<file path="config.mk">
export PLATFORM = sky130hd
export DESIGN_NAME = pqr_divider
export DESIGN_NICKNAME = d
export VERILOG_FILES = /design/src/rtl/pqr_pkg.sv /design/src/rtl/pqr_operand_prep.sv /design/src/rtl/pqr_restoring_core.sv /design/src/rtl/pqr_result_pack.sv /design/src/rtl/pqr_divider.sv
export SDC_FILE = /design/constraint.sdc
export NUM_CORES = 1
export LEC_CHECK = 0
export CAP_MARGIN = 10
export CORE_MARGIN = 4
export CORE_UTILIZATION = 25
export CTS_CLUSTER_DIAMETER = 50
export DETAILED_ROUTE_END_ITERATION = 7
export GPL_ROUTABILITY_DRIVEN = 0
export PLACE_DENSITY = 0.44
export SETUP_SLACK_MARGIN = 0.1
export SLEW_MARGIN = 20
export SYNTH_ARGS = -nofsm -noshare
export SYNTH_HDL_FRONTEND = slang
export SYNTH_HIERARCHICAL = 1
export SYNTH_SLANG_ARGS = --single-unit
</file>
<file path="constraint.sdc">
create_clock -name clk_i -period 4.6 [get_ports clk_i]
set_clock_uncertainty 0.15 [all_clocks]
set_input_delay 0.92 -clock clk_i [delete_from_list [all_inputs] [get_ports clk_i]]
set_output_delay 0.92 -clock clk_i [all_outputs]
set_load 0.02 [all_outputs]
</file>
<file path="src/rtl/pqr_pkg.sv">
package pqr_pkg;
  localparam int unsigned DVD_W = 32;
  localparam int unsigned DVS_W = 16;

  typedef enum logic [1:0] {
    ST_IDLE = 2'd0,
    ST_RUN  = 2'd1,
    ST_FIX  = 2'd2
  } pqr_state_e;
endpackage

</file>
<file path="src/rtl/pqr_operand_prep.sv">
module pqr_operand_prep #(
  parameter int unsigned DVD_W = pqr_pkg::DVD_W,
  parameter int unsigned DVS_W = pqr_pkg::DVS_W
) (
  input  logic [DVD_W-1:0] dividend_i,
  input  logic [DVS_W-1:0] divisor_i,
  input  logic             wide_i,
  input  logic             signed_i,
  output logic [DVD_W-1:0] dvd_mag_o,
  output logic [DVS_W-1:0] dvs_mag_o,
  output logic             quo_neg_o,
  output logic             rem_neg_o,
  output logic             dvs_zero_o
);
  localparam int unsigned NDVD_W = DVD_W / 2;
  localparam int unsigned NDVS_W = DVS_W / 2;

  logic [DVD_W-1:0] dvd_ext;
  logic [DVS_W-1:0] dvs_ext;
  logic             dvd_neg, dvs_neg;

  always_comb begin
    if (wide_i) begin
      dvd_ext = dividend_i;
      dvs_ext = divisor_i;
    end else begin
      dvd_ext = {{(DVD_W-NDVD_W){signed_i & dividend_i[NDVD_W-1]}}, dividend_i[NDVD_W-1:0]};
      dvs_ext = {{(DVS_W-NDVS_W){signed_i & divisor_i[NDVS_W-1]}}, divisor_i[NDVS_W-1:0]};
    end
    dvd_neg    = signed_i & dvd_ext[DVD_W-1];
    dvs_neg    = signed_i & dvs_ext[DVS_W-1];
    dvd_mag_o  = dvd_neg ? (~dvd_ext + 1'b1) : dvd_ext;
    dvs_mag_o  = dvs_neg ? (~dvs_ext + 1'b1) : dvs_ext;
    quo_neg_o  = dvd_neg ^ dvs_neg;
    rem_neg_o  = dvd_neg;
    dvs_zero_o = (dvs_ext == '0);
  end
endmodule

</file>
<file path="src/rtl/pqr_restoring_core.sv">
module pqr_restoring_core #(
  parameter int unsigned DVD_W = pqr_pkg::DVD_W,
  parameter int unsigned DVS_W = pqr_pkg::DVS_W
) (
  input  logic             clk_i,
  input  logic             rst_ni,
  input  logic             load_i,
  input  logic             step_i,
  input  logic             wide_i,
  input  logic [DVD_W-1:0] dvd_mag_i,
  input  logic [DVS_W-1:0] dvs_mag_i,
  output logic [DVD_W-1:0] quo_o,
  output logic [DVS_W:0]   rem_o,
  output logic             last_o
);
  localparam int unsigned NDVD_W = DVD_W / 2;
  localparam int unsigned CNT_W  = $clog2(DVD_W + 1);
  localparam int unsigned REM_W  = DVS_W + 1;

  logic [DVD_W-1:0] quo_q;
  logic [REM_W-1:0] rem_q;
  logic [DVS_W-1:0] dvs_q;
  logic [CNT_W-1:0] cnt_q;

  logic [REM_W-1:0] shifted;
  logic [REM_W:0]   diff;
  logic             fits;

  always_comb begin
    shifted = {rem_q[DVS_W-1:0], quo_q[DVD_W-1]};
    diff    = {1'b0, shifted} - {2'b00, dvs_q};
    fits    = ~diff[REM_W];
  end

  always_ff @(posedge clk_i or negedge rst_ni) begin
    if (!rst_ni) begin
      quo_q <= '0;
      rem_q <= '0;
      dvs_q <= '0;
      cnt_q <= '0;
    end else if (load_i) begin
      // narrow dividend is left-aligned so only half the steps are needed
      quo_q <= wide_i ? dvd_mag_i : {dvd_mag_i[NDVD_W-1:0], {(DVD_W-NDVD_W){1'b0}}};
      rem_q <= '0;
      dvs_q <= dvs_mag_i;
      cnt_q <= wide_i ? CNT_W'(DVD_W) : CNT_W'(NDVD_W);
    end else if (step_i && cnt_q != '0) begin
      quo_q <= {quo_q[DVD_W-2:0], fits};
      rem_q <= fits ? diff[REM_W-1:0] : shifted;
      cnt_q <= cnt_q - 1'b1;
    end
  end

  assign quo_o  = quo_q;
  assign rem_o  = rem_q;
  assign last_o = (cnt_q == CNT_W'(1));
endmodule

</file>
<file path="src/rtl/pqr_result_pack.sv">
module pqr_result_pack #(
  parameter int unsigned DVD_W = pqr_pkg::DVD_W,
  parameter int unsigned DVS_W = pqr_pkg::DVS_W
) (
  input  logic [DVD_W-1:0] quo_mag_i,
  input  logic [DVS_W:0]   rem_mag_i,
  input  logic             quo_neg_i,
  input  logic             rem_neg_i,
  input  logic             wide_i,
  output logic [DVD_W-1:0] result_o,
  output logic             neg_o,
  output logic             zero_o
);
  localparam int unsigned HALF_W  = DVD_W / 2;
  localparam int unsigned NHALF_W = DVS_W / 2;

  logic [DVD_W-1:0] quo_s;
  logic [DVS_W:0]   rem_s;

  always_comb begin
    quo_s = quo_neg_i ? (~quo_mag_i + 1'b1) : quo_mag_i;
    rem_s = rem_neg_i ? (~rem_mag_i + 1'b1) : rem_mag_i;
    if (wide_i) begin
      result_o = {rem_s[HALF_W-1:0], quo_s[HALF_W-1:0]};
      neg_o    = quo_s[HALF_W-1];
      zero_o   = (quo_s[HALF_W-1:0] == '0);
    end else begin
      result_o = {{(DVD_W-2*NHALF_W){1'b0}}, rem_s[NHALF_W-1:0], quo_s[NHALF_W-1:0]};
      neg_o    = quo_s[NHALF_W-1];
      zero_o   = (quo_s[NHALF_W-1:0] == '0);
    end
  end
endmodule

</file>
<file path="src/rtl/pqr_divider.sv">
module pqr_divider #(
  parameter int unsigned DVD_W = pqr_pkg::DVD_W,
  parameter int unsigned DVS_W = pqr_pkg::DVS_W
) (
  input  logic             clk_i,
  input  logic             rst_ni,
  input  logic             start_i,
  input  logic [DVD_W-1:0] dividend_i,
  input  logic [DVS_W-1:0] divisor_i,
  input  logic             wide_i,
  input  logic             signed_i,
  output logic             busy_o,
  output logic             done_o,
  output logic [DVD_W-1:0] result_o,
  output logic             neg_o,
  output logic             zero_o,
  output logic             dz_o
);
  import pqr_pkg::*;

  pqr_state_e       state_q;
  logic             wide_q, quo_neg_q, rem_neg_q;
  logic             done_q, dz_q, neg_q, zero_q;
  logic [DVD_W-1:0] result_q;

  logic [DVD_W-1:0] dvd_mag;
  logic [DVS_W-1:0] dvs_mag;
  logic             quo_neg, rem_neg, dvs_zero;
  logic [DVD_W-1:0] core_quo;
  logic [DVS_W:0]   core_rem;
  logic             core_last;
  logic [DVD_W-1:0] pack_res;
  logic             pack_neg, pack_zero;
  logic             accept, load;

  assign accept = (state_q == ST_IDLE) && start_i;
  assign load   = accept && !dvs_zero;

  pqr_operand_prep #(.DVD_W(DVD_W), .DVS_W(DVS_W)) u_prep (
    .dividend_i (dividend_i),
    .divisor_i  (divisor_i),
    .wide_i     (wide_i),
    .signed_i   (signed_i),
    .dvd_mag_o  (dvd_mag),
    .dvs_mag_o  (dvs_mag),
    .quo_neg_o  (quo_neg),
    .rem_neg_o  (rem_neg),
    .dvs_zero_o (dvs_zero)
  );

  pqr_restoring_core #(.DVD_W(DVD_W), .DVS_W(DVS_W)) u_core (
    .clk_i     (clk_i),
    .rst_ni    (rst_ni),
    .load_i    (load),
    .step_i    (state_q == ST_RUN),
    .wide_i    (wide_i),
    .dvd_mag_i (dvd_mag),
    .dvs_mag_i (dvs_mag),
    .quo_o     (core_quo),
    .rem_o     (core_rem),
    .last_o    (core_last)
  );

  pqr_result_pack #(.DVD_W(DVD_W), .DVS_W(DVS_W)) u_pack (
    .quo_mag_i (core_quo),
    .rem_mag_i (core_rem),
    .quo_neg_i (quo_neg_q),
    .rem_neg_i (rem_neg_q),
    .wide_i    (wide_q),
    .result_o  (pack_res),
    .neg_o     (pack_neg),
    .zero_o    (pack_zero)
  );

  always_ff @(posedge clk_i or negedge rst_ni) begin
    if (!rst_ni) begin
      state_q   <= ST_IDLE;
      wide_q    <= 1'b0;
      quo_neg_q <= 1'b0;
      rem_neg_q <= 1'b0;
      done_q    <= 1'b0;
      dz_q      <= 1'b0;
      neg_q     <= 1'b0;
      zero_q    <= 1'b0;
      result_q  <= '0;
    end else begin
      done_q <= 1'b0;
      unique case (state_q)
        ST_IDLE: begin
          if (accept) begin
            wide_q    <= wide_i;
            quo_neg_q <= quo_neg;
            rem_neg_q <= rem_neg;
            if (dvs_zero) begin
              done_q <= 1'b1;
              dz_q   <= 1'b1;
            end else begin
              state_q <= ST_RUN;
            end
          end
        end
        ST_RUN: begin
          if (core_last) state_q <= ST_FIX;
        end
        ST_FIX: begin
          result_q <= pack_res;
          neg_q    <= pack_neg;
          zero_q   <= pack_zero;
          dz_q     <= 1'b0;
          done_q   <= 1'b1;
          state_q  <= ST_IDLE;
        end
        default: state_q <= ST_IDLE;
      endcase
    end
  end

  assign busy_o   = (state_q != ST_IDLE);
  assign done_o   = done_q;
  assign result_o = result_q;
  assign neg_o    = neg_q;
  assign zero_o   = zero_q;
  assign dz_o     = dz_q;
endmodule

</file>
==> impl_results.md, run 1 <==
- Tot Pwr: between 6 and 7 mW
- Period Utilization, post-route: between 80% and 90%
- Slew at the pin closest to its max-slew limit: slightly above 1 ns
- Total of max-cap violations: 0
- Delay of the slowest cell on the worst path: around 0.79 ns
- Post-DP HPWL: about 18000 µm
- Count of fill cells added during filler insertion: ~3600
- Routed Antenna Nets: 0
- Largest net degree at the start of global routing: 63
- Diode insertion count for antenna repair: 0
- Data arrival time at the worst-slack endpoint: around 4.0 ns
- Inserted Clock Buffers: 9
- Worst slack at placement: between 0.3 and 0.4 ns
- Period minus WS final: around 3.9 ns
- Residual overflow from global routing: 0
- Outcome: finished, final reports clean
- Pwr Density: just under 700 mW/mm²
- Routed wire length: between 20000 and 25000 µm
- Setup violation total in the final timing report: 0
- Launch instance of the worst register-to-register path: u_core/cnt_q[0]
- Wire length of the first global-routing pass: between 30000 and 40000 µm
- Switching power as a share of total power: roughly 45%
- Data required, critical path: 4.72 ns
- DRC Markers: 0
- Number of buffers between clock root and the deepest sink: 2
- Leakage Power: between 4 and 5 nW
- Finished Cell Area: roughly 0.010 mm²
- Total number of H-tree levels: 3
- Number of standard cells in the layout, taps in and fillers out: ~1500
- CP top delay family: simple AND/OR/NAND/NOR gates
- Crit Reg-Reg Endpoint: u_core/quo_o[16]
- Setup slack after layout: ~0.75 ns
- Post-cts repair resize count: 0
- Flop pwr share: around 30%
- Die Outline Area: between 0.03 and 0.04 mm²
- Number of nets in the synthesized netlist: 1023
- Launch point of the critical path: divisor_i[0]
- Number of cell rows: 67
- I/O pins: 90
- P&R area growth vs syn: 17.88%
- Hold Crit Class: flip-flop to flip-flop
- CTS Hold Buffers Added: 0
- Cell count after placement: 1439
- Routed wire length per instance: roughly 17 µm
- Category of the worst setup path capture point: flip-flop
- Clock transition at the registers of the reported paths: about 0.07 ns
- Worst hold path stage count: 1
- Type of the worst setup path: primary input to flip-flop
- Number of sinks driven by the clock tree: 111
- Largest voltage drop on the vdd net: around 0.22 mV
- Cell depth of the worst flop-to-flop path: 8
- Detailed-routing iteration count for the pre-antenna-repair pass: 5
- Number of max-slew violations in the final report: 0
- Buffers on Ports: 89
- Syn Area/Cell: 8.965 µm²
- Total GRT Usage: 12.86%
- Number of design-rule violations left by the first detailed-router iteration: about 350
- Slowest stage cell on the critical path: nor2b_4
- Clock network fraction of design power: between 10% and 20%
- Core area: around 0.034 mm²
- Count of final hold-check violations: 0
- Syn. warnings: 6
- Reg-to-reg slack, setup: 1.67 ns
- Number of global-route vias before repair: 6752
- Combinational cell fraction of total power: 58.9%
- Relative slew margins: 31.61%
- CP Launch Type: primary input
- Number of setup buffers added after CTS: 0
- Unrepaired setup endpoints after global routing: no
- CTS tree: done
- Final nets: ~1100
- Instance area after placement: between 0.009 and 0.01 mm²
- Cell internal pwr: ~3.7 mW
- Largest fanout on the critical path: between 40 and 50
- Die span in y: between 150 and 200 µm
- Number of gates on the worst path with buffers counted: 11
- Total vias in the final route: around 7000
- Total negative slack: 0 ns
- Layout cell share with drive strength beyond 1: a little over a tenth
- Top achievable clock speed: about 260 MHz
- CP Buf/Inv Count: 3
- Width of the chip: about 190 µm
- Starting Density: approximately 25%
- Worst Hold Margin: between 0.3 and 0.4 ns
- Clock latency of the later-clocked register in the worst-skew pair: roughly 0.35 ns
- Cell at the root of the clock tree: clkbuf_16
- Crit path to: u_core/quo_o[11]
- Mean number of vias per cell: 4.781
- Cell area after synthesis: 0.008489 mm²
- Post-synthesis cell count: roughly 950
- Final Core Density: between 20 and 30%
- Chain of cells forming the critical path: clkdlybuf4s50_1, inv_1, ha_1, nand2b_1, nor4_1, a21boi_0, buf_4, nor2b_4, and2_1, nand2_1, o21ai_0
- Initial antenna violation count: 0
- Net switching power of the design: approximately 3.0 mW
-- power groups by stage --
stage / registers [mW] / clock network, mW / logic (mW)
floorplan: 1.89 / 0 / 3.08
global placement: 2.03 / 0 / 3.96
detailed placement: 2.03 / 0 / 3.98
CTS: 2.01 / 0.801 / 4.00
global route: 2.10 / 0.831 / 4.42
finish: 2.01 / 0.758 / 3.96
-- flip-flops by register name (all words and copies together) (netlist names) --
name / count
state_q: 2
wide_q: 1
u_core/dvs_q: 16
quo_neg_q: 1
result_o: 32
u_core/cnt_q: 6
u_core/quo_o: 32
u_core/rem_o: 16
neg_o: 1
dz_o: 1
zero_o: 1
rem_neg_q: 1
done_o: 1
-- placed cells by master (no fill, tap or decap), types with 11 or more instances in the layout --
cell,count
xnor2_1,45
mux2i_1,52
nand2_1,79
a211oi_1,29
o31ai_1,11
nand2b_1,15
nor4_1,13
dfrtp_1,111
mux2_4,31
clkdlybuf4s50_1,87
nor3_1,13
o21ai_0,65
buf_4,13
nand3_1,14
ha_1,22
xor2_1,35
nor2_1,77
inv_1,37
nor2b_1,24
a21oi_1,70
-- worst reg2reg max path, delay by kind of cell (launching register included) --
family / cells / cell delay [ns]
compound gates: 3 / 0.85
buf+inv: 3 / 0.95
fa+ha+maj: 1 / 0.26
flops: 1 / 0.44
simple gates: 1 / 0.12
-- per-layer routing --
| layer | vias up | track usage (%) | wire [µm] |
|---|---|---|---|
| met2 | 130 | 18.27 | 9979 |
| met1 | 3326 | 20.63 | 13010 |
| met4 | 0 | 2.962 | 223 |
| met5 | - | 0 | 0 |
| met3 | 10 | 1.321 | 808 |
| li1 | 3491 | - | - |
-- cell type report --
| type | instances | area, µm² | area share (%) |
|---|---|---|---|
| clock inverters | 2 | 15.01 | 0.1500 |
| clock buffers | 14 | 264.0 | 2.638 |
| repair buffers | 102 | 993.5 | 9.927 |
| inverters | 38 | 142.6 | 1.425 |
| flip-flops and latches | 111 | 2778 | 27.76 |
| well taps | 448 | 560.5 | 5.601 |
| multi-input cells | 740 | 5254 | 52.50 |
-- worst min path at each step --
stage,slack [ns],to,startpoint
3_3_place_gp,0.35,result_o[6],result_o[6]
3_5_place_dp,0.35,result_o[4],result_o[4]
5_1_grt,0.38,result_o[29],result_o[29]
4_1_cts,0.37,result_o[11],result_o[11]
2_1_floorplan,0.32,state_q[0],state_q[1]
6_report,0.36,result_o[29],result_o[29]
Note: power is estimated with default switching activity, not from simulation.
==> run 2: changes to the inputs <==
- clock period: 4.6 -> 4.02 ns (I/O delays scaled with it)
==> run 2 against run 1 <==
Cell count up 0.34%. Global-route usage up 0.089 points. Sequential share of layout area down 0.22 points. Critical path depth down 1. Critical endpoint is now u_core/quo_o[28]. Utilization up 0.24 points. Cell area up 0.80%.
==> impl_results.md, run 2 (same netlist as run 1, synthesis figures left out) <==
- Outcome: finished, final reports clean
- Number of max-slew violations in the final report: 0
- Routed wire length per instance: 16.27 µm
- Period Utilization, post-route: 82.18%
- Mean number of vias per cell: between 4 and 5
- Detailed-routing iteration count for the pre-antenna-repair pass: 6
- Die span in y: just under 200 µm
- Number of buffers between clock root and the deepest sink: 2
- Type of the worst setup path: primary input to flip-flop
- Count of fill cells added during filler insertion: about 3600
- Pwr Density: roughly 770 mW/mm²
- Flop pwr share: approximately 30%
- Clock latency of the later-clocked register in the worst-skew pair: 0.36 ns
- Wire length of the first global-routing pass: slightly below 40000 µm
- Largest fanout on the critical path: 8
- Tot Pwr: ~7.8 mW
- Count of final hold-check violations: 0
- Total area of multi-input combinational cells: about 0.0053 mm²
- Highest-count cells in the layout ignoring fill and taps: dfrtp_1 (111), clkdlybuf4s50_1 (87), nand2_1 (79)
- Routed wire length: 23750 µm
- DRC Markers: 0
- CP Buf/Inv Count: 2
- Data arrival time at the worst-slack endpoint: 3.44 ns
- Cell internal pwr: roughly 4.3 mW
- Number of design-rule violations left by the first detailed-router iteration: about 390
- Cell at the root of the clock tree: clkbuf_16
- Inserted Clock Buffers: 9
- Register area: roughly 0.0028 mm²
- Slowest stage cell on the critical path: or3b_2
- Hold Crit Class: primary input to asynchronous set/reset pin
- Leading cell type in the layout, fill and taps excluded: dfrtp_1
- Clock transition at the registers of the reported paths: 0.07 ns
- CP Launch Type: primary input
- Final nets: around 1100
- Setup slack after layout: roughly 0.72 ns
- P&R area growth vs syn: 18.82%
- Die Outline Area: ~0.037 mm²
- Total GRT Usage: 12.95%
- Buffers on Ports: 89
- Total vias in the final route: 6925
- Number of setup buffers added after CTS: 0
- Number of sinks driven by the clock tree: between 100 and 150
- Total negative slack: 0 ns
- Post-DP HPWL: 18250 µm
- CTS Hold Buffers Added: 0
- Delay of the slowest cell on the worst path: ~0.52 ns
- Period minus WS final: roughly 3.3 ns
- Leakage Power: 4.092 nW
- Number of cell rows: 67
- Largest net degree at the start of global routing: between 60 and 70
- Width of the chip: ~190 µm
- Chain of cells forming the critical path: clkdlybuf4s50_1, inv_1, ha_1, or3b_2, nor3_2, and4_1, a31oi_1, o22ai_1, mux2i_1, a21oi_1
- Layout cell share with drive strength beyond 1: between 10% and 20%
- Combinational cell fraction of total power: between 50% and 60%
- Total of max-cap violations: 0
- Top achievable clock speed: between 300 and 400 MHz
- Largest voltage drop on the vdd net: 0.2966 mV
- Total number of H-tree levels: 3
- Data required, critical path: 4.15 ns
- Switching power as a share of total power: between 40% and 50%
- Residual overflow from global routing: 0
- Slew at the pin closest to its max-slew limit: roughly 0.96 ns
- Net switching power of the design: about 3.5 mW
- I/O pins: 90
- Relative slew margins: roughly 36%
- Unrepaired setup endpoints after global routing: no
- Core area: between 0.03 and 0.04 mm²
- Clock network fraction of design power: approximately an eighth
- Initial antenna violation count: 1
- CTS tree: done
- Category of the worst setup path capture point: flip-flop
- Starting Density: 25.32%
- Diode insertion count for antenna repair: 0
- Post-cts repair resize count: 0
- Setup violation total in the final timing report: 0
- Number of global-route vias before repair: just under 7000
- Worst slack at placement: ~0.38 ns
- Routed Antenna Nets: 0
- CP top delay family: simple AND/OR/NAND/NOR gates
## run 2: worst paths after layout
kind | from | endpoint | slack, ns | depth (start not counted)
hold reg to reg | result_o[29] | result_o[29] | 0.36 | 1
min in group clk_i | result_o[29] | result_o[29] | 0.36 | 1
setup reg to reg | u_core/rem_o[0] | u_core/rem_o[14] | 1.25 | 9
hold / removal | rst_ni | u_core/rem_o[13] | 0.31 | 1
max in group asynchronous | rst_ni | quo_neg_q | 2.63 | 2
setup / recovery | dividend_i[0] | u_core/quo_o[28] | 0.72 | 10
## run 2: layout make-up
| class | count | share of cell area (%) |
|---|---|---|
| multi-input combinational | 740 | 52.08 |
| sequential | 111 | 27.54 |
| timing repair buffer | 109 | 10.49 |
| tap | 448 | 5.557 |
| clock buffer | 10 | 2.369 |
| inverter | 38 | 1.414 |
| clock inverter | 4 | 0.5458 |
## run 2: stage by stage
step	utilization, %	cell area (µm²)	hold WS (ns)	cells
detailed placement	29.21	9793	0.3524	1446
global placement	29.21	9793	0.3473	1446
global route	30.08	10090	0.3712	1460
CTS	30.08	10090	0.3508	1460
finish	30.08	10090	0.3111	1460
floorplan	-	8489	0.3246	947
## run 2: power groups by stage
stage          Clock, mW  Sequential, mW  Combinational (mW)
3_3_place_gp           0            2.32                4.53
5_1_grt             1.02            2.39                5.10
3_5_place_dp           0            2.32                4.57
6_report           0.939            2.29                4.53
4_1_cts            0.982            2.30                4.58
2_1_floorplan          0            2.16                3.53
## run 2: per-layer routing
metal / vias up / global-route usage, % / routed length (µm)
met4: 0 / 2.990 / 241
met3: 14 / 1.357 / 699
li1: 3525 / - / -
met2: 125 / 18.08 / 9520
met5: - / 0 / 0
met1: 3261 / 21.03 / 13290
